`config.mk`:
```
export PLATFORM = sky130hd
export DESIGN_NAME = gpio_edge_ctrl
export DESIGN_NICKNAME = d
export VERILOG_FILES = /design/src/rtl/gpio_edge_pkg.sv /design/src/rtl/gpio_edge_sync.sv /design/src/rtl/gpio_edge_bank.sv /design/src/rtl/gpio_edge_irq.sv /design/src/rtl/gpio_edge_ctrl.sv
export SDC_FILE = /design/constraint.sdc
export NUM_CORES = 1
export LEC_CHECK = 0
export BUFFER_PORTS_ARGS = -buffer_cell sky130_fd_sc_hd__buf_2
export CAP_MARGIN = 25
export CORE_MARGIN = 2
export CORE_UTILIZATION = 25
export DETAILED_ROUTE_END_ITERATION = 10
export PLACE_DENSITY = 0.38
export SLEW_MARGIN = 30
export SYNTH_ARGS = -nofsm -noshare
export SYNTH_HDL_FRONTEND = slang
export SYNTH_SLANG_ARGS = --single-unit
```
`constraint.sdc`:
```
create_clock -name clk -period 2.35 [get_ports clk]
set_clock_uncertainty 0.15 [all_clocks]
set_input_delay 0.1175 -clock clk [delete_from_list [all_inputs] [get_ports clk]]
set_output_delay 0.1175 -clock clk [all_outputs]
set_load 0.1 [all_outputs]
```
`src/rtl/gpio_edge_pkg.sv`:
```
package gpio_edge_pkg;

    localparam int BANK_BITS  = 32;
    localparam int BANK_SEL_W = 2;
    localparam int REG_CODE_W = 4;
    localparam int ADDR_W     = BANK_SEL_W + REG_CODE_W;
    localparam int FN_BITS    = 2;
    localparam int FN_SLOTS   = BANK_BITS / 2;

    typedef enum logic [REG_CODE_W-1:0] {
        REG_LEVEL = 4'd0,
        REG_DIR   = 4'd1,
        REG_SET   = 4'd2,
        REG_CLR   = 4'd3,
        REG_RISE  = 4'd4,
        REG_FALL  = 4'd5,
        REG_STAT  = 4'd6,
        REG_FN_LO = 4'd7,
        REG_FN_HI = 4'd8
    } reg_code_e;

    typedef struct packed {
        logic                 wr;
        reg_code_e            code;
        logic [BANK_BITS-1:0] data;
    } bank_req_t;

    // Number of populated pins in bank b for a device with np pins.
    function automatic int bank_width(int np, int b);
        int rem;
        rem = np - b * BANK_BITS;
        if (rem > BANK_BITS) return BANK_BITS;
        if (rem < 0)         return 0;
        return rem;
    endfunction

endpackage

```
`src/rtl/gpio_edge_sync.sv`:
```
module gpio_edge_sync #(
    parameter int W = 32
) (
    input  logic         clk,
    input  logic         rst,
    input  logic [W-1:0] pin_async,
    output logic [W-1:0] level,
    output logic [W-1:0] rise_ev,
    output logic [W-1:0] fall_ev
);

    logic [W-1:0] meta_q;
    logic [W-1:0] sync_q;
    logic [W-1:0] prev_q;

    always_ff @(posedge clk) begin
        if (rst) begin
            meta_q <= '0;
            sync_q <= '0;
            prev_q <= '0;
        end else begin
            meta_q <= pin_async;
            sync_q <= meta_q;
            prev_q <= sync_q;
        end
    end

    assign level   = sync_q;
    assign rise_ev = sync_q & ~prev_q;
    assign fall_ev = ~sync_q & prev_q;

endmodule

```
`src/rtl/gpio_edge_bank.sv`:
```
module gpio_edge_bank
    import gpio_edge_pkg::*;
#(
    parameter int BW = 32
) (
    input  logic                   clk,
    input  logic                   rst,
    input  logic                   hit,
    input  bank_req_t              req,
    input  logic [BW-1:0]          level,
    input  logic [BW-1:0]          rise_ev,
    input  logic [BW-1:0]          fall_ev,
    output logic [BW-1:0]          out_lvl,
    output logic [BW-1:0]          out_en,
    output logic [BW-1:0]          stat,
    output logic [FN_BITS*BW-1:0]  fn,
    output logic [BANK_BITS-1:0]   rdata
);

    localparam int FN_W = FN_BITS * BW;

    logic [BW-1:0]            dir_q, out_q, rise_q, fall_q, stat_q;
    logic [BW-1:0]            wmask, hit_ev, clr_mask, stat_d;
    logic [FN_W-1:0]          fn_q, fn_d;
    logic [BANK_BITS-1:0]     fn_lo_rd, fn_hi_rd;
    logic                     wr_en;

    assign wr_en    = hit && req.wr;
    assign wmask    = req.data[BW-1:0];
    assign hit_ev   = (rise_ev & rise_q) | (fall_ev & fall_q);
    assign clr_mask = (wr_en && req.code == REG_STAT) ? wmask : '0;
    assign stat_d   = (stat_q & ~clr_mask) | hit_ev;

    // Function fields: pin k lives in half k/16, slot k%16.
    for (genvar k = 0; k < BW; k++) begin : g_fn_pin
        localparam int SLOT = k % FN_SLOTS;
        localparam reg_code_e FCODE = (k < FN_SLOTS) ? REG_FN_LO : REG_FN_HI;
        assign fn_d[FN_BITS*k +: FN_BITS] = (wr_en && req.code == FCODE)
                                          ? req.data[FN_BITS*SLOT +: FN_BITS]
                                          : fn_q[FN_BITS*k +: FN_BITS];
    end

    for (genvar s = 0; s < FN_SLOTS; s++) begin : g_fn_rd
        if (s < BW) begin : g_lo
            assign fn_lo_rd[FN_BITS*s +: FN_BITS] = fn_q[FN_BITS*s +: FN_BITS];
        end else begin : g_lo_nc
            assign fn_lo_rd[FN_BITS*s +: FN_BITS] = '0;
        end
        if (s + FN_SLOTS < BW) begin : g_hi
            assign fn_hi_rd[FN_BITS*s +: FN_BITS] = fn_q[FN_BITS*(s+FN_SLOTS) +: FN_BITS];
        end else begin : g_hi_nc
            assign fn_hi_rd[FN_BITS*s +: FN_BITS] = '0;
        end
    end

    always_ff @(posedge clk) begin
        if (rst) begin
            dir_q  <= '0;
            out_q  <= '0;
            rise_q <= '0;
            fall_q <= '0;
            stat_q <= '0;
            fn_q   <= '0;
        end else begin
            stat_q <= stat_d;
            fn_q   <= fn_d;
            if (wr_en) begin
                case (req.code)
                    REG_DIR:  dir_q  <= wmask;
                    REG_SET:  out_q  <= out_q | wmask;
                    REG_CLR:  out_q  <= out_q & ~wmask;
                    REG_RISE: rise_q <= wmask;
                    REG_FALL: fall_q <= wmask;
                    default:  ;
                endcase
            end
        end
    end

    always_comb begin
        case (req.code)
            REG_LEVEL: rdata = BANK_BITS'(level);
            REG_DIR:   rdata = BANK_BITS'(dir_q);
            REG_SET,
            REG_CLR:   rdata = BANK_BITS'(out_q);
            REG_RISE:  rdata = BANK_BITS'(rise_q);
            REG_FALL:  rdata = BANK_BITS'(fall_q);
            REG_STAT:  rdata = BANK_BITS'(stat_q);
            REG_FN_LO: rdata = fn_lo_rd;
            REG_FN_HI: rdata = fn_hi_rd;
            default:   rdata = '0;
        endcase
    end

    assign out_lvl = out_q;
    assign out_en  = dir_q;
    assign stat    = stat_q;
    assign fn      = fn_q;


    set_drives_high_chk: assert property (@(posedge clk) disable iff (rst)
        (wr_en && req.code == REG_SET) |=> ((out_q & $past(wmask)) == $past(wmask)));


    clr_drives_low_chk: assert property (@(posedge clk) disable iff (rst)
        (wr_en && req.code == REG_CLR) |=> ((out_q & $past(wmask)) == '0));


    stat_sticky_chk: assert property (@(posedge clk) disable iff (rst)
        !(wr_en && req.code == REG_STAT) |=> (($past(stat_q) & ~stat_q) == '0));


    edge_beats_clear_chk: assert property (@(posedge clk) disable iff (rst)
        (wr_en && req.code == REG_STAT) |=> ((stat_q & $past(hit_ev)) == $past(hit_ev)));


    no_spurious_set_chk: assert property (@(posedge clk) disable iff (rst)
        1'b1 |=> ((stat_q & ~$past(stat_q) & ~$past(hit_ev)) == '0));

endmodule

```
`src/rtl/gpio_edge_irq.sv`:
```
module gpio_edge_irq #(
    parameter int NP = 64
) (
    input  logic          clk,
    input  logic          rst,
    input  logic [NP-1:0] stat,
    output logic          irq_pin0,
    output logic          irq_pin1,
    output logic          irq_shared
);

    logic q0, q1, qx;

    always_ff @(posedge clk) begin
        if (rst) begin
            q0 <= 1'b0;
            q1 <= 1'b0;
            qx <= 1'b0;
        end else begin
            q0 <= stat[0];
            q1 <= stat[1];
            qx <= |stat[NP-1:2];
        end
    end

    assign irq_pin0   = q0;
    assign irq_pin1   = q1;
    assign irq_shared = qx;


    shared_low_when_quiet_chk: assert property (@(posedge clk) disable iff (rst)
        (stat[NP-1:2] == '0) |=> !irq_shared);

endmodule

```
`src/rtl/gpio_edge_ctrl.sv`:
```
module gpio_edge_ctrl
    import gpio_edge_pkg::*;
#(
    parameter int NUM_PINS = 64
) (
    input  logic                    clk,
    input  logic                    rst,
    input  logic                    bus_wr,
    input  logic [ADDR_W-1:0]       bus_addr,
    input  logic [BANK_BITS-1:0]    bus_wdata,
    output logic [BANK_BITS-1:0]    bus_rdata,
    input  logic [NUM_PINS-1:0]     pin_in,
    output logic [NUM_PINS-1:0]     pin_out,
    output logic [NUM_PINS-1:0]     pin_oe,
    output logic [2*NUM_PINS-1:0]   pin_fn,
    output logic                    irq_pin0,
    output logic                    irq_pin1,
    output logic                    irq_shared
);

    localparam int NBANK = (NUM_PINS + BANK_BITS - 1) / BANK_BITS;

    logic [NUM_PINS-1:0]   lvl, rise_ev, fall_ev, stat_all;
    logic [BANK_SEL_W-1:0] bank_sel;
    logic [BANK_BITS-1:0]  bank_rd [NBANK];
    bank_req_t             req;

    assign bank_sel  = bus_addr[ADDR_W-1 -: BANK_SEL_W];
    assign req.wr    = bus_wr;
    assign req.code  = reg_code_e'(bus_addr[REG_CODE_W-1:0]);
    assign req.data  = bus_wdata;

    gpio_edge_sync #(.W(NUM_PINS)) u_sync (
        .clk       (clk),
        .rst       (rst),
        .pin_async (pin_in),
        .level     (lvl),
        .rise_ev   (rise_ev),
        .fall_ev   (fall_ev)
    );

    for (genvar b = 0; b < NBANK; b++) begin : g_bank
        localparam int BW = bank_width(NUM_PINS, b);
        localparam int LO = b * BANK_BITS;
        gpio_edge_bank #(.BW(BW)) u_bank (
            .clk     (clk),
            .rst     (rst),
            .hit     (bank_sel == BANK_SEL_W'(b)),
            .req     (req),
            .level   (lvl[LO +: BW]),
            .rise_ev (rise_ev[LO +: BW]),
            .fall_ev (fall_ev[LO +: BW]),
            .out_lvl (pin_out[LO +: BW]),
            .out_en  (pin_oe[LO +: BW]),
            .stat    (stat_all[LO +: BW]),
            .fn      (pin_fn[2*LO +: 2*BW]),
            .rdata   (bank_rd[b])
        );
    end

    always_comb begin
        bus_rdata = '0;
        for (int b = 0; b < NBANK; b++) begin
            if (bank_sel == BANK_SEL_W'(b)) bus_rdata = bank_rd[b];
        end
    end

    gpio_edge_irq #(.NP(NUM_PINS)) u_irq (
        .clk        (clk),
        .rst        (rst),
        .stat       (stat_all),
        .irq_pin0   (irq_pin0),
        .irq_pin1   (irq_pin1),
        .irq_shared (irq_shared)
    );

endmodule

```
=== Word-level counts from Yosys, hierarchy flattened ===
Cells that the tools add are included.

* Output and inout port bits: 291
* Word-level logic and storage cells: 79
* Input bits: 105
* Register bits: 643

* Reductions and logical operators: 21
* Eq/ne operators: 9
* Bitwise gates (word level): 21
* Multiplexer cells: 8

{| class="wikitable"
|+ Operator list
! kind !! count
|-
| $pmux W32 S8 || 2
|-
| $and A32 B32 Y32 || 8
|-
| $or A32 B32 Y32 || 6
|-
| $and A64 B64 Y64 || 2
|-
| $mux W32 || 4
|-
| $not A64 Y64 || 2
|-
| $pmux W32 S2 || 2
|-
| $not A32 Y32 || 3
|-
| $reduce_or A62 Y1 || 1
|-
| $eq A4 B3 Y1 const B || 4
|-
| $reduce_and A2 Y1 || 8
|-
| $eq A4 B2 Y1 const B || 2
|-
| $logic_and A1 B1 Y1 || 8
|-
| $eq A4 B1 Y1 const B || 1
|-
| $eq A4 B4 Y1 const B || 1
|-
| $logic_not A4 Y1 || 1
|-
| $eq A2 B1 Y1 const B || 1
|-
| $logic_not A2 Y1 || 1
|-
| $reduce_bool A2 Y1 || 1
|-
| $reduce_or A2 Y1 || 1
|}

=== Depth between registers and ports, before layout ===
Gate-level depths: netlist (run 1).

* Depth in word-level cells: 7
* Depth in mapped cells: 8
* Mapped depth without buffers: 4

=== Hierarchy ===
A second synthesis (run 1) with hierarchy kept.

* Cell total of the unflattened synthesis: 3204
* Area total of the unflattened synthesis: 29300.6 µm²

{| class="wikitable"
|+ Modules (own cells, without submodules)
! module !! area each (µm²) !! times used !! seq. area each (µm²) !! cells each
|-
| gpio_edge_bank || 11297.1 || 2 || 4484.3 || 1285
|-
| gpio_edge_sync || 5949.5 || 1 || 3843.7 || 533
|-
| gpio_edge_ctrl || 540.5 || 1 || 0.0 || 74
|-
| gpio_edge_irq || 216.5 || 1 || 60.1 || 27
|}

=== Least setup slack after synthesis (run 1) ===
OpenSTA, ideal clock, no wires.

* Path type: reg2out
* Start: register g_bank[1].u_bank.fn_q[62]
* End: output bus_rdata[30]
* Cell stages (with the launch flop): 5
* Arrival time: 2.983 ns
* Required time: 2.082 ns
* Path slack: -0.901 ns
* Path buffers: 0
* Cell sequence: dfxtp_1 -> mux2i_1 -> a2bb2oi_1 -> o221a_2 -> o22ai_1

* Cells in the longest elaborated chain, start to end: 2

{| class="wikitable"
|+ RTL lines
! item !! line !! text
|-
| start: declaration || gpio_edge_bank.sv:24 || <nowiki>logic [FN_W-1:0] fn_q, fn_d;</nowiki>
|-
| start signal: assignment || gpio_edge_bank.sv:66 || <nowiki>fn_q <= fn_d;</nowiki>
|-
| $pmux W32 S8 || gpio_edge_bank.sv:81 || <nowiki>case (req.code)</nowiki>
|-
| $mux W32 || gpio_edge_ctrl.sv:64 || <nowiki>if (bank_sel == BANK_SEL_W'(b)) bus_rdata = bank_rd[b];</nowiki>
|-
| end: declaration || gpio_edge_ctrl.sv:11 || <nowiki>output logic [BANK_BITS-1:0] bus_rdata,</nowiki>
|}

No other way between the ends.

=== Worst setup path in the final report (run 1) ===
* Start: register g_bank[1].u_bank.fall_q[8]
* End: output bus_rdata[8]

* Cells in the longest elaborated chain, start to end: 2

{| class="wikitable"
|+ RTL lines
! item !! line !! text
|-
| start: declaration || gpio_edge_bank.sv:22 || <nowiki>logic [BW-1:0] dir_q, out_q, rise_q, fall_q, stat_q;</nowiki>
|-
| start signal: assignment || gpio_edge_bank.sv:73 || <nowiki>REG_FALL: fall_q <= wmask;</nowiki>
|-
| $pmux W32 S8 || gpio_edge_bank.sv:81 ||
|-
| $mux W32 || gpio_edge_ctrl.sv:64 ||
|}

No other way between the ends.

==> metrics.txt, run 1 <==
# DRC=0; GP Congestion=0.869; Synth area leaders=dfxtp_1, nand2_1, a21oi_1, nand3b_1, nor2b_1; Slew headroom=44.9%; Worst-Skew Late Latency=650 ps; initial drt markers=1970; total power=25900 uW; PortBufs=395; Leakage=0.0136 uW; CTS H-tree depth=3; area grow syn2layout=39.5%; crit end category=output port; Root Driver=clkbuf_16; initial antenna violation count=7; Ys Warns=0; mux cell area share after synthesis=5.17%; Syn Std Cell Area=0.0263 sq mm; max_cap viols=0; Fin. Hold Viols=0; 1st-pass router iterations=6; area of the core=0.105 sq mm; Multi-input gate area=0.0128 sq mm; first-pass GRT wire length=184000 um; Post-DP Area=0.0321 sq mm; pwr/cell area=706 mW/mm^2; main combinational cell family by area after synthesis=simple AND/OR/NAND/NOR gates; Reg clk slew, reported paths=60 ps; critical path startpoint category=register; HPWL Detailed=93700 um; Post-Synth XOR/XNOR Area=0%; Slew Viols, Final=0; share of cells above drive strength 1=26.6%; Setup-failing EPs final=31; # IOs=396; count of state elements after synthesis=643; Final Worst Setup Slack=-196 ps; post-layout util=35.0%; die area=0.108 sq mm; DRT Wirelength=130000 um; Total Routing Usage GR=23.4%; FMAX=393 MHz; fin crit share=108%; worst min path class=in2reg; Cells after Synth=3046; total CTS buffers=79; Bufs on Longest Clock Path=3; routed len/inst=25.5 um; Die Ht=328 um; failing checks=negative setup slack; Avg Synthesized Cell Area=8.64 sq um; Fillers=11.0k; FF-to-FF setup slack=50 ps; RSZ-0062 raised after global routing=yes; Cell variety after synth=50; status=complete, but fails checks; critical-path maximum fanout=3; post-synthesis sequential area ratio=48.9%; Die W=328 um; Syn Nets=3151; nets=3729; largest area contributor in the netlist=dfxtp_1; critical path class=reg2out; Via Count=25.3k; Final Cell Area=0.0367 sq mm; leading cell types by count after synthesis=nand2_1, dfxtp_1, a21oi_1; FF/Latch Area=0.0130 sq mm; CP Data Required Time=2080 ps; vias in the first global route=25.0k; Post-synth EDFFs=0; Top FF cell, synth=dfxtp_1; worst hold margin=51.6 ps; worst-margin pin slew=819 ps; Synth Area in Adders=0%; clock sink count=643; CTS tree=done; most frequent cell after synthesis=nand2_1; CP arrival=2280 ps; minimum clock period=2550 ps; post-route ant nets=0; top-area cell type share of the netlist area=48.9%; GRT Residual Overflow=0; Initial Utilization=25.1%; Synth Area in Compound Gates=18.9%; largest net degree at the start of global routing=87; vias per inst=4.98; async set-or-reset flop fraction in the synthesized netlist=0%; worst-case vdd ir drop=0.407 mV; post-synthesis simple-gate area fraction=22.1%; row count=119
-- cell usage in the layout, fill, tap and decap left out, types with 28 or more instances in the layout --
cell type	instances
o21ai_0	64
dfxtp_1	567
buf_2	359
nor2b_1	196
o22ai_1	28
dfxtp_2	70
nand3b_1	191
nand2_1	676
inv_1	33
a311oi_1	64
mux2_2	49
a222oi_1	30
mux2i_1	63
a21oi_1	415
clkbuf_16	84
a22oi_1	30
a22o_1	34
dlygate4sd3_1	132
buf_12	89
a31oi_1	65
buf_4	192
-- cell families (layout without fill, tap and decap cells) --
kind of cell | after synthesis | after routing
AO/OA/AOI/OAI | 805 | 805
buffers and inverters | 311 | 955
flip-flops | 643 | 643
multiplexers | 128 | 128
other | 0 | 2
AND/OR/NAND/NOR | 1159 | 1159
-- registers in the layout (all words and copies together), names as in the netlist, named ones only --
| register | cells |
|---|---|
| g_bank.u_bank.fall_q | 64 |
| g_bank.u_bank.fn | 128 |
| g_bank.u_bank.out_en | 64 |
| g_bank.u_bank.rise_q | 64 |
| g_bank.u_bank.stat | 64 |
| u_irq.irq_pin0 | 1 |
| u_irq.irq_pin1 | 1 |
| u_irq.irq_shared | 1 |
| u_sync.level | 64 |
| u_sync.meta_q | 64 |
| u_sync.prev_q | 64 |
-- final timing paths --
kind	start	end	cells past startpoint
setup reg to reg	g_bank[1].u_bank.stat[13]$_SDFF_PP0_	u_irq.irq_shared$_SDFF_PP0_	6
setup / recovery	g_bank[1].u_bank.fall_q[8]$_SDFFE_PP0P_	bus_rdata[8]	6
hold / removal	pin_in[55]	u_sync.meta_q[55]$_SDFF_PP0_	3
hold reg to reg	u_sync.meta_q[46]$_SDFF_PP0_	u_sync.level[46]$_SDFF_PP0_	1
-- stage by stage --
stage          worst slack, ps  cells  TNS, ps
2_1_floorplan             -200   3046    -4000
3_3_place_gp              -138   4785    -1550
3_5_place_dp              -168   4785    -1940
4_1_cts                   -275   5079    -5300
5_1_grt                   -298   5081    -6270
6_report                  -196   5083    -3350
-- worst max-delay path: stages, from the launching register on --
cell	delay (ps)
dfxtp_1	330
mux2_2	270
a222oi_1	370
buf_4	200
o211a_1	160
o22ai_2	110
buf_12	190
-- per-layer routing --
layer / track usage, % / share of wire [%] / vias up
met3: 5.39 / 7.4 / 156
met5: 0 / 0.038 / -
met4: 5.63 / 2.3 / 8
li1: - / - / 11900
met1: 29.7 / 42 / 12400
met2: 40.0 / 48 / 859
-- repair_timing --
action,in CTS,in global routing
hold endpoints to repair,586,0
pin swaps,34,25
setup endpoints to repair,32,32
buffers inserted,16,2
hold buffers,132,0
resized for setup,129,22
-- power breakdown --
group,switching (uW),internal (uW)
sequential,119,11100
combinational,1200,697
clock,5100,7750
total,6420,19500
-- layout make-up --
cell class              instances  share of cell area, %
diodes                          2                 0.0136
clock inverters                19                  0.658
inverters                      33                  0.337
flip-flops and latches        643                   35.4
well taps                    1391                   4.74
multi-input cells            2092                   34.8
repair buffers                775                   17.4
clock buffers                 128                   6.75
No activity file was read; power rests on OpenSTA's default activity.
==> run 2, diff against run 1 <==
--- a/config.mk
+++ b/config.mk
@@ -10,6 +10,7 @@
 export CORE_MARGIN = 2
 export CORE_UTILIZATION = 25
 export DETAILED_ROUTE_END_ITERATION = 10
+export HOLD_SLACK_MARGIN = 0.08
 export PLACE_DENSITY = 0.38
 export SLEW_MARGIN = 30
 export SYNTH_ARGS = -nofsm -noshare
==> run 2 against run 1 <==
  * Sequential share of layout area is 0.91 points lower
  * Clock power hardly changed
  * First-iteration DRC count is 3.2% higher
  * Die area stayed put
  * Cell count is 1.9% higher
  * Count of clock-buffer cells in the layout stayed put
  * The run still ends with negative setup slack left
  * Utilization is 0.93 points higher
  * Critical path type unchanged
  * Critical path depth stayed put
  * Setup slack worse by 9.0 ps
==> metrics.txt, run 2 (same netlist as run 1, synthesis figures left out) <==
nets=3825 (was 3729); Leakage=0.0140 uW (was 0.0136 uW); Sw Share=24.7% (was 24.8%); RSZ-0062 raised after global routing=yes (unchanged); total power=26100 uW (was 25900 uW); fin crit share=109% (was 108%); Bufs on Longest Clock Path=3 (unchanged); Reg power frac=42.9% (was 43.1%); crit end category=output port (unchanged); FF-to-FF path depth=6 (unchanged); most frequent cells in the layout=nand2_1, dfxtp_1, a21oi_1, buf_2, dlygate4sd3_1 (was nand2_1, dfxtp_1, a21oi_1, buf_2, nor2b_1); critical path class=reg2out (unchanged); Crit-path slowest cell=a222oi_1 (unchanged); worst min path class=in2reg (unchanged); FF/Latch Area=0.0130 sq mm (about the same); first-pass GRT wire length=185000 um (was 184000 um); Sw Pwr=6440 uW (was 6420 uW); Setup-failing EPs final=31 (unchanged); clock sink count=643 (unchanged); commonest non-fill, non-tap cell in the layout=nand2_1 (unchanged); initial drt markers=2033 (was 1970); area of the core=0.105 sq mm (unchanged); vias in the first global route=25.2k (was 25.0k); initial antenna violation count=6 (was 7); Fillers=11.0k (about the same); pwr/cell area=691 mW/mm^2 (was 706 mW/mm^2); CP Data Required Time=2080 ps (about the same); failing checks=negative setup slack (unchanged); Multi-input gate area=0.0128 sq mm (about the same); post-route ant nets=0 (unchanged); Worst-Skew Late Latency=650 ps (about the same); status=complete, but fails checks (unchanged); Slew headroom=47.4% (was 44.9%); GRT Residual Overflow=0 (unchanged); Total Routing Usage GR=23.5% (was 23.4%); Initial Utilization=25.1% (unchanged); CTS H-tree depth=3 (unchanged); Int Power=19600 uW (was 19500 uW); max_cap viols=0 (unchanged); Post-DP Area=0.0321 sq mm (unchanged); area grow syn2layout=43.2% (was 39.5%); CP arrival=2290 ps (was 2280 ps); Final Worst Setup Slack=-205 ps (was -196 ps); Clock power frac=49.3% (was 49.6%); Die Ht=328 um (unchanged); DRT Wirelength=130000 um (about the same); vias per inst=4.97 (was 4.98); hold depth=4 (was 3); Largest stage delay, worst path=380 ps (was 370 ps); share of cells above drive strength 1=25.9% (was 26.6%); # DRC=0 (unchanged); die area=0.108 sq mm (unchanged); Final Cell Area=0.0377 sq mm (was 0.0367 sq mm); CTS tree=done (unchanged); critical-path maximum fanout=2 (was 3); largest net degree at the start of global routing=87 (unchanged); Gate power share=7.8% (was 7.3%); 1st-pass router iterations=6 (unchanged); setup TNS=-3540 ps (was -3350 ps); CP cell instances=mux2_4 -> a222oi_1 -> buf_4 -> o211a_4 -> o22ai_4 -> buf_12 (was mux2_2 -> a222oi_1 -> buf_4 -> o211a_1 -> o22ai_2 -> buf_12); critical path startpoint category=register (unchanged); Reg clk slew, reported paths=60 ps (about the same); PortBufs=395 (unchanged); minimum clock period=2560 ps (was 2550 ps); FMAX=391 MHz (was 393 MHz); HPWL Detailed=93700 um (unchanged); GP Congestion=0.869 (unchanged); Fin. Hold Viols=0 (unchanged); routed len/inst=25.1 um (was 25.5 um); Root Driver=clkbuf_16 (unchanged); post-layout util=36.0% (was 35.0%); worst-case vdd ir drop=0.408 mV (was 0.407 mV); Slew Viols, Final=0 (unchanged); # IOs=396 (unchanged); worst-margin pin slew=782 ps (was 819 ps); max FFs per register=128 (unchanged); total CTS buffers=79 (unchanged); row count=119 (unchanged); FF-to-FF setup slack=80 ps (was 50 ps); Via Count=25.8k (was 25.3k); Die W=328 um (unchanged)
run 2: cell count changes in the layout (fill, tap and decap cells not counted):
cell           change
dfxtp_1            -1
dfxtp_2            +1
diode_2            +1
dlygate4sd3_1     +96
o22ai_2            -1
o22ai_4            +1
run 2: metrics by stage:
stage | hold slack [ps] | cells | setup slack (ps)
after global routing | 119 | 5177 | -298
final | 134 | 5180 | -205
after floorplan | 77.2 | 3046 | -200
after global placement | 182 | 4785 | -138
after CTS | 97.2 | 5175 | -275
after detailed placement | 183 | 4785 | -168
run 2: timing repair:
item / in CTS / in global routing
buffers inserted: 16 / 2
setup endpoints to repair: 32 / 32
gates resized for setup: 129 / 24
hold endpoints to repair: 643 / 0
hold buffers: 228 / 0
pin swaps: 34 / 25
run 2: power groups by stage:
stage / clock network (uW) / registers, uW / logic, uW
3_3_place_gp: 0 / 11400 / 1710
4_1_cts: 13200 / 11200 / 2030
3_5_place_dp: 0 / 11400 / 1710
6_report: 12800 / 11200 / 2030
2_1_floorplan: 0 / 11500 / 743
5_1_grt: 13600 / 11200 / 2130
run 2: final cells by class:
class / instances / area share (%)
timing repair buffer: 871 / 19.5
multi-input combinational: 2092 / 33.9
clock inverter: 19 / 0.641
inverter: 33 / 0.329
antenna: 3 / 0.0199
tap: 1391 / 4.62
clock buffer: 128 / 6.57
sequential: 643 / 34.4
run 2: critical path, delay by kind of cell (launching register included):
kind,cells,cell delay [ps]
multiplexers,1,260
AO/OA/AOI/OAI,3,670
flip-flops,1,320
buffers and inverters,2,390
run 2: per-layer routing:
metal / global-route usage [%] / routed length [um] / vias to the layer above
li1: - / - / 12100
met1: 29.8 / 55800 / 12700
met2: 40.2 / 62700 / 810
met3: 5.29 / 8620 / 152
met4: 5.64 / 2950 / 6
met5: 0 / 34 / -
run 2: worst paths after layout:
check,endpoint,from
worst max-delay path,bus_rdata[10],g_bank[1].u_bank.fall_q[10]$_SDFFE_PP0P_
worst min-delay path,register,bus_addr[0]
worst max register to register,u_irq.irq_shared$_SDFF_PP0_,g_bank[1].u_bank.stat[13]$_SDFF_PP0_
worst min register to register,u_sync.level[46]$_SDFF_PP0_,u_sync.meta_q[46]$_SDFF_PP0_
==> run 3, diff against run 2 <==
--- a/config.mk
+++ b/config.mk
@@ -15,4 +15,5 @@
 export SLEW_MARGIN = 30
 export SYNTH_ARGS = -nofsm -noshare
 export SYNTH_HDL_FRONTEND = slang
+export SYNTH_HIERARCHICAL = 1
 export SYNTH_SLANG_ARGS = --single-unit
==> constraint.sdc (replaced) <==
create_clock -name clk -period 2.7 [get_ports clk]
set_clock_uncertainty 0.15 [all_clocks]
set_input_delay 0.135 -clock clk [delete_from_list [all_inputs] [get_ports clk]]
set_output_delay 0.135 -clock clk [all_outputs]
set_load 0.1 [all_outputs]
==> run 3 against run 2 <==
  * The run now ends clean
  * Critical path depth unchanged
  * Clock power down 15%
  * Global-route usage shrank 1.3 points
  * Sequential power decreased by 13%
  * Synthesized cell count rose by 5.2%
  * Critical endpoint is now bus_rdata[29]
  * Sequential share of layout area fell by 0.90 points
  * Design area is 1.8% higher
  * Setup slack gained 290 ps
  * Synthesized area is 11% higher
  * Worst hold slack got worse by 29 ps
==> metrics.txt, run 3 <==
status=completed (was complete, but fails checks); Avg Synthesized Cell Area=9.15 sq um (was 8.64 sq um); GRT Residual Overflow=0 (unchanged); Post-synth EDFFs=0 (unchanged); Int Power=16700 uW (was 19600 uW); initial drt markers=2327 (was 2033); post-route ant nets=0 (unchanged); worst-margin pin slew=742 ps (was 782 ps); area grow syn2layout=31.0% (was 43.2%); Cell variety after synth=44 (was 50); area of the core=0.116 sq mm (was 0.105 sq mm); hold depth=3 (was 4); Clock power frac=48.0% (was 49.3%); Syn Std Cell Area=0.0293 sq mm (was 0.0263 sq mm); HPWL Detailed=94900 um (was 93700 um); Hold Path Sink=u_sync/meta_q[5]$_SDFF_PP0_; Die Ht=346 um (was 328 um); worst r2r src=g_bank[0].u_bank/stat[27]$_SDFF_PP0_ (was g_bank[1].u_bank.stat[13]$_SDFF_PP0_); most frequent cells in the layout=dfxtp_1, buf_2, nor2b_1, a21oi_1, nand3_1 (was nand2_1, dfxtp_1, a21oi_1, buf_2, dlygate4sd3_1); Initial Utilization=25.2% (was 25.1%); pwr/cell area=589 mW/mm^2 (was 691 mW/mm^2); FMAX=382 MHz; clock sink count=643 (unchanged); minimum clock period=2620 ps; setup TNS=0 ps (was -3540 ps); Multi-input gate area=0.0146 sq mm (was 0.0128 sq mm); # IOs=396 (unchanged); FF-to-FF path depth=4 (was 6); vias in the first global route=26.4k (was 25.2k); row count=125 (was 119); 1st-pass router iterations=5 (was 6); Sw Pwr=5930 uW (was 6440 uW); CP cell instances=mux2_1 -> a22oi_1 -> o211ai_1 -> mux2i_1 -> nor2_2 -> buf_12 (was mux2_4 -> a222oi_1 -> buf_4 -> o211a_4 -> o22ai_4 -> buf_12); Slew Viols, Final=0 (unchanged); count of state elements after synthesis=643 (unchanged); Die W=346 um (was 328 um); # DRC=0 (unchanged); first-pass GRT wire length=198000 um (was 185000 um); total CTS buffers=82 (was 79); post-synthesis sequential area ratio=43.9% (was 48.9%); RSZ-0062 raised after global routing=no (was yes); largest net degree at the start of global routing=97 (was 87); crit end category=output port (unchanged); critical-path maximum fanout=4 (was 2); max_cap viols=0 (unchanged); postcts setup bufs=0 (was 16); Reg clk slew, reported paths=50 ps (was 60 ps); max FFs per register=128 (unchanged); Total Routing Usage GR=22.2% (was 23.5%); Reg power frac=43.1% (was 42.9%); worst min path class=in2reg (unchanged); Cells after Synth=3204 (was 3046); FF/Latch Area=0.0129 sq mm (was 0.0130 sq mm); worst slack at placement=205 ps (was -168 ps); Top FF cell, synth=dfxtp_1 (unchanged); Via Count=27.2k (was 25.8k); worst min-delay path startpoint=pin_in[5] (was bus_addr[0]); Crit-path slowest cell=dfxtp_1 (was a222oi_1); Root Driver=clkbuf_16 (unchanged); Worst-Skew Late Latency=660 ps (was 650 ps); share of cells above drive strength 1=24.7% (was 25.9%); Leakage=0.0142 uW (was 0.0140 uW); Gate power share=9.0% (was 7.8%); largest area contributor in the netlist=dfxtp_1 (unchanged); Synth area leaders=dfxtp_1, nor2b_1, a22oi_1, a21oi_1, mux2_2 (was dfxtp_1, nand2_1, a21oi_1, nand3b_1, nor2b_1); commonest non-fill, non-tap cell in the layout=dfxtp_1 (was nand2_1); Bufs on Longest Clock Path=3 (unchanged); nets=3769 (was 3825); FF-to-FF setup slack=480 ps (was 80 ps); initial antenna violation count=10 (was 6); CTS H-tree depth=3 (unchanged); Syn Nets=3309 (was 3151); critical path class=reg2out (unchanged); routed len/inst=26.3 um (was 25.1 um); worst hold margin=105 ps (was 134 ps); Setup-failing EPs final=0 (was 31); critical path startpoint category=register (unchanged); PortBufs=395 (unchanged); Fin. Hold Viols=0 (unchanged); async set-or-reset flop fraction in the synthesized netlist=0% (unchanged); Ys Warns=6 (was 0); CP arrival=2330 ps (was 2290 ps); worst-case vdd ir drop=0.420 mV (was 0.408 mV); leading cell types by count after synthesis=dfxtp_1, nor2b_1, a21oi_1 (was nand2_1, dfxtp_1, a21oi_1); most frequent cell after synthesis=dfxtp_1 (was nand2_1); CTS tree=done (unchanged); RR Endpoint=u_irq/irq_shared$_SDFF_PP0_ (was u_irq.irq_shared$_SDFF_PP0_); die area=0.120 sq mm (was 0.108 sq mm); DRT Wirelength=138000 um (was 130000 um); fin crit share=96.9%; post-layout util=33.0% (was 36.0%); vias per inst=5.17 (was 4.97); Fillers=12.2k (was 11.0k); top-area cell type share of the netlist area=43.9% (was 48.9%); Slew headroom=50.1% (was 47.4%); GP Congestion=0.818 (was 0.869); Largest stage delay, worst path=380 ps (about the same); CP Data Required Time=2410 ps (was 2080 ps); CP startpoint=u_sync/level[61]$_SDFF_PP0_ (was g_bank[1].u_bank.fall_q[10]$_SDFFE_PP0P_); Final Worst Setup Slack=83.4 ps (was -205 ps); Sw Share=26.2% (was 24.7%)
-- run 3: power groups by stage --
stage	registers (uW)	logic [uW]	clock network (uW)
4_1_cts	9740	2030	11100
6_report	9740	2030	10900
2_1_floorplan	10000	967	0
3_3_place_gp	9950	1780	0
5_1_grt	9750	2140	11500
3_5_place_dp	9950	1790	0
-- run 3: critical path: cells and delay by family (launching register included) --
kind / cells / cell delay [ps]
simple gates: 1 / 90
flops: 1 / 380
mux: 2 / 620
compound gates: 2 / 420
buf+inv: 1 / 170
-- run 3: repair_timing --
item	in CTS	in global routing
hold buffers	213	0
pin swaps	0	1
resized for setup	3	5
hold endpoints to repair	615	0
endpoints found under the setup margin	2	5
-- run 3: area by class of cell --
type,count,area share (%)
Multi-Input combinational cell,2119,37.9
Sequential cell,643,33.5
Timing Repair Buffer,751,16.1
Clock buffer,125,6.43
Tap cell,1524,4.97
Inverter,67,0.655
Clock inverter,19,0.346
Antenna cell,5,0.0326
-- run 3: per-layer routing --
layer	routed length, um	part of all wire (%)	up-vias	track usage [%]
li1	-	-	12500	-
met4	2910	2.1	4	4.97
met3	6930	5.0	148	3.02
met2	65500	47	904	36.9
met5	30	0.022	-	0
met1	62900	46	13600	30.4
-- run 3: cell families after synthesis --
group,share of synthesized area (%)
multiplexers,8.20
flip-flops,43.9
AO/OA/AOI/OAI,24.3
AND/OR/NAND/NOR,16.5
buffers and inverters,7.09
-- run 3: through the flow --
step           cells  cell area (sq um)  total power (uW)
2_1_floorplan   3204              29400             11000
3_3_place_gp    4891              33600             11700
3_5_place_dp    4891              33600             11700
4_1_cts         5248              38300             22900
5_1_grt         5251              38400             23400
6_report        5253              38400             22600
-- run 3: worst max path at each step --
stage	end	slack, ps
after floorplan	bus_rdata[10]	90
after global placement	bus_rdata[29]	170
after detailed placement	bus_rdata[29]	210
after CTS	bus_rdata[12]	20
after global routing	bus_rdata[29]	4
final	bus_rdata[29]	80
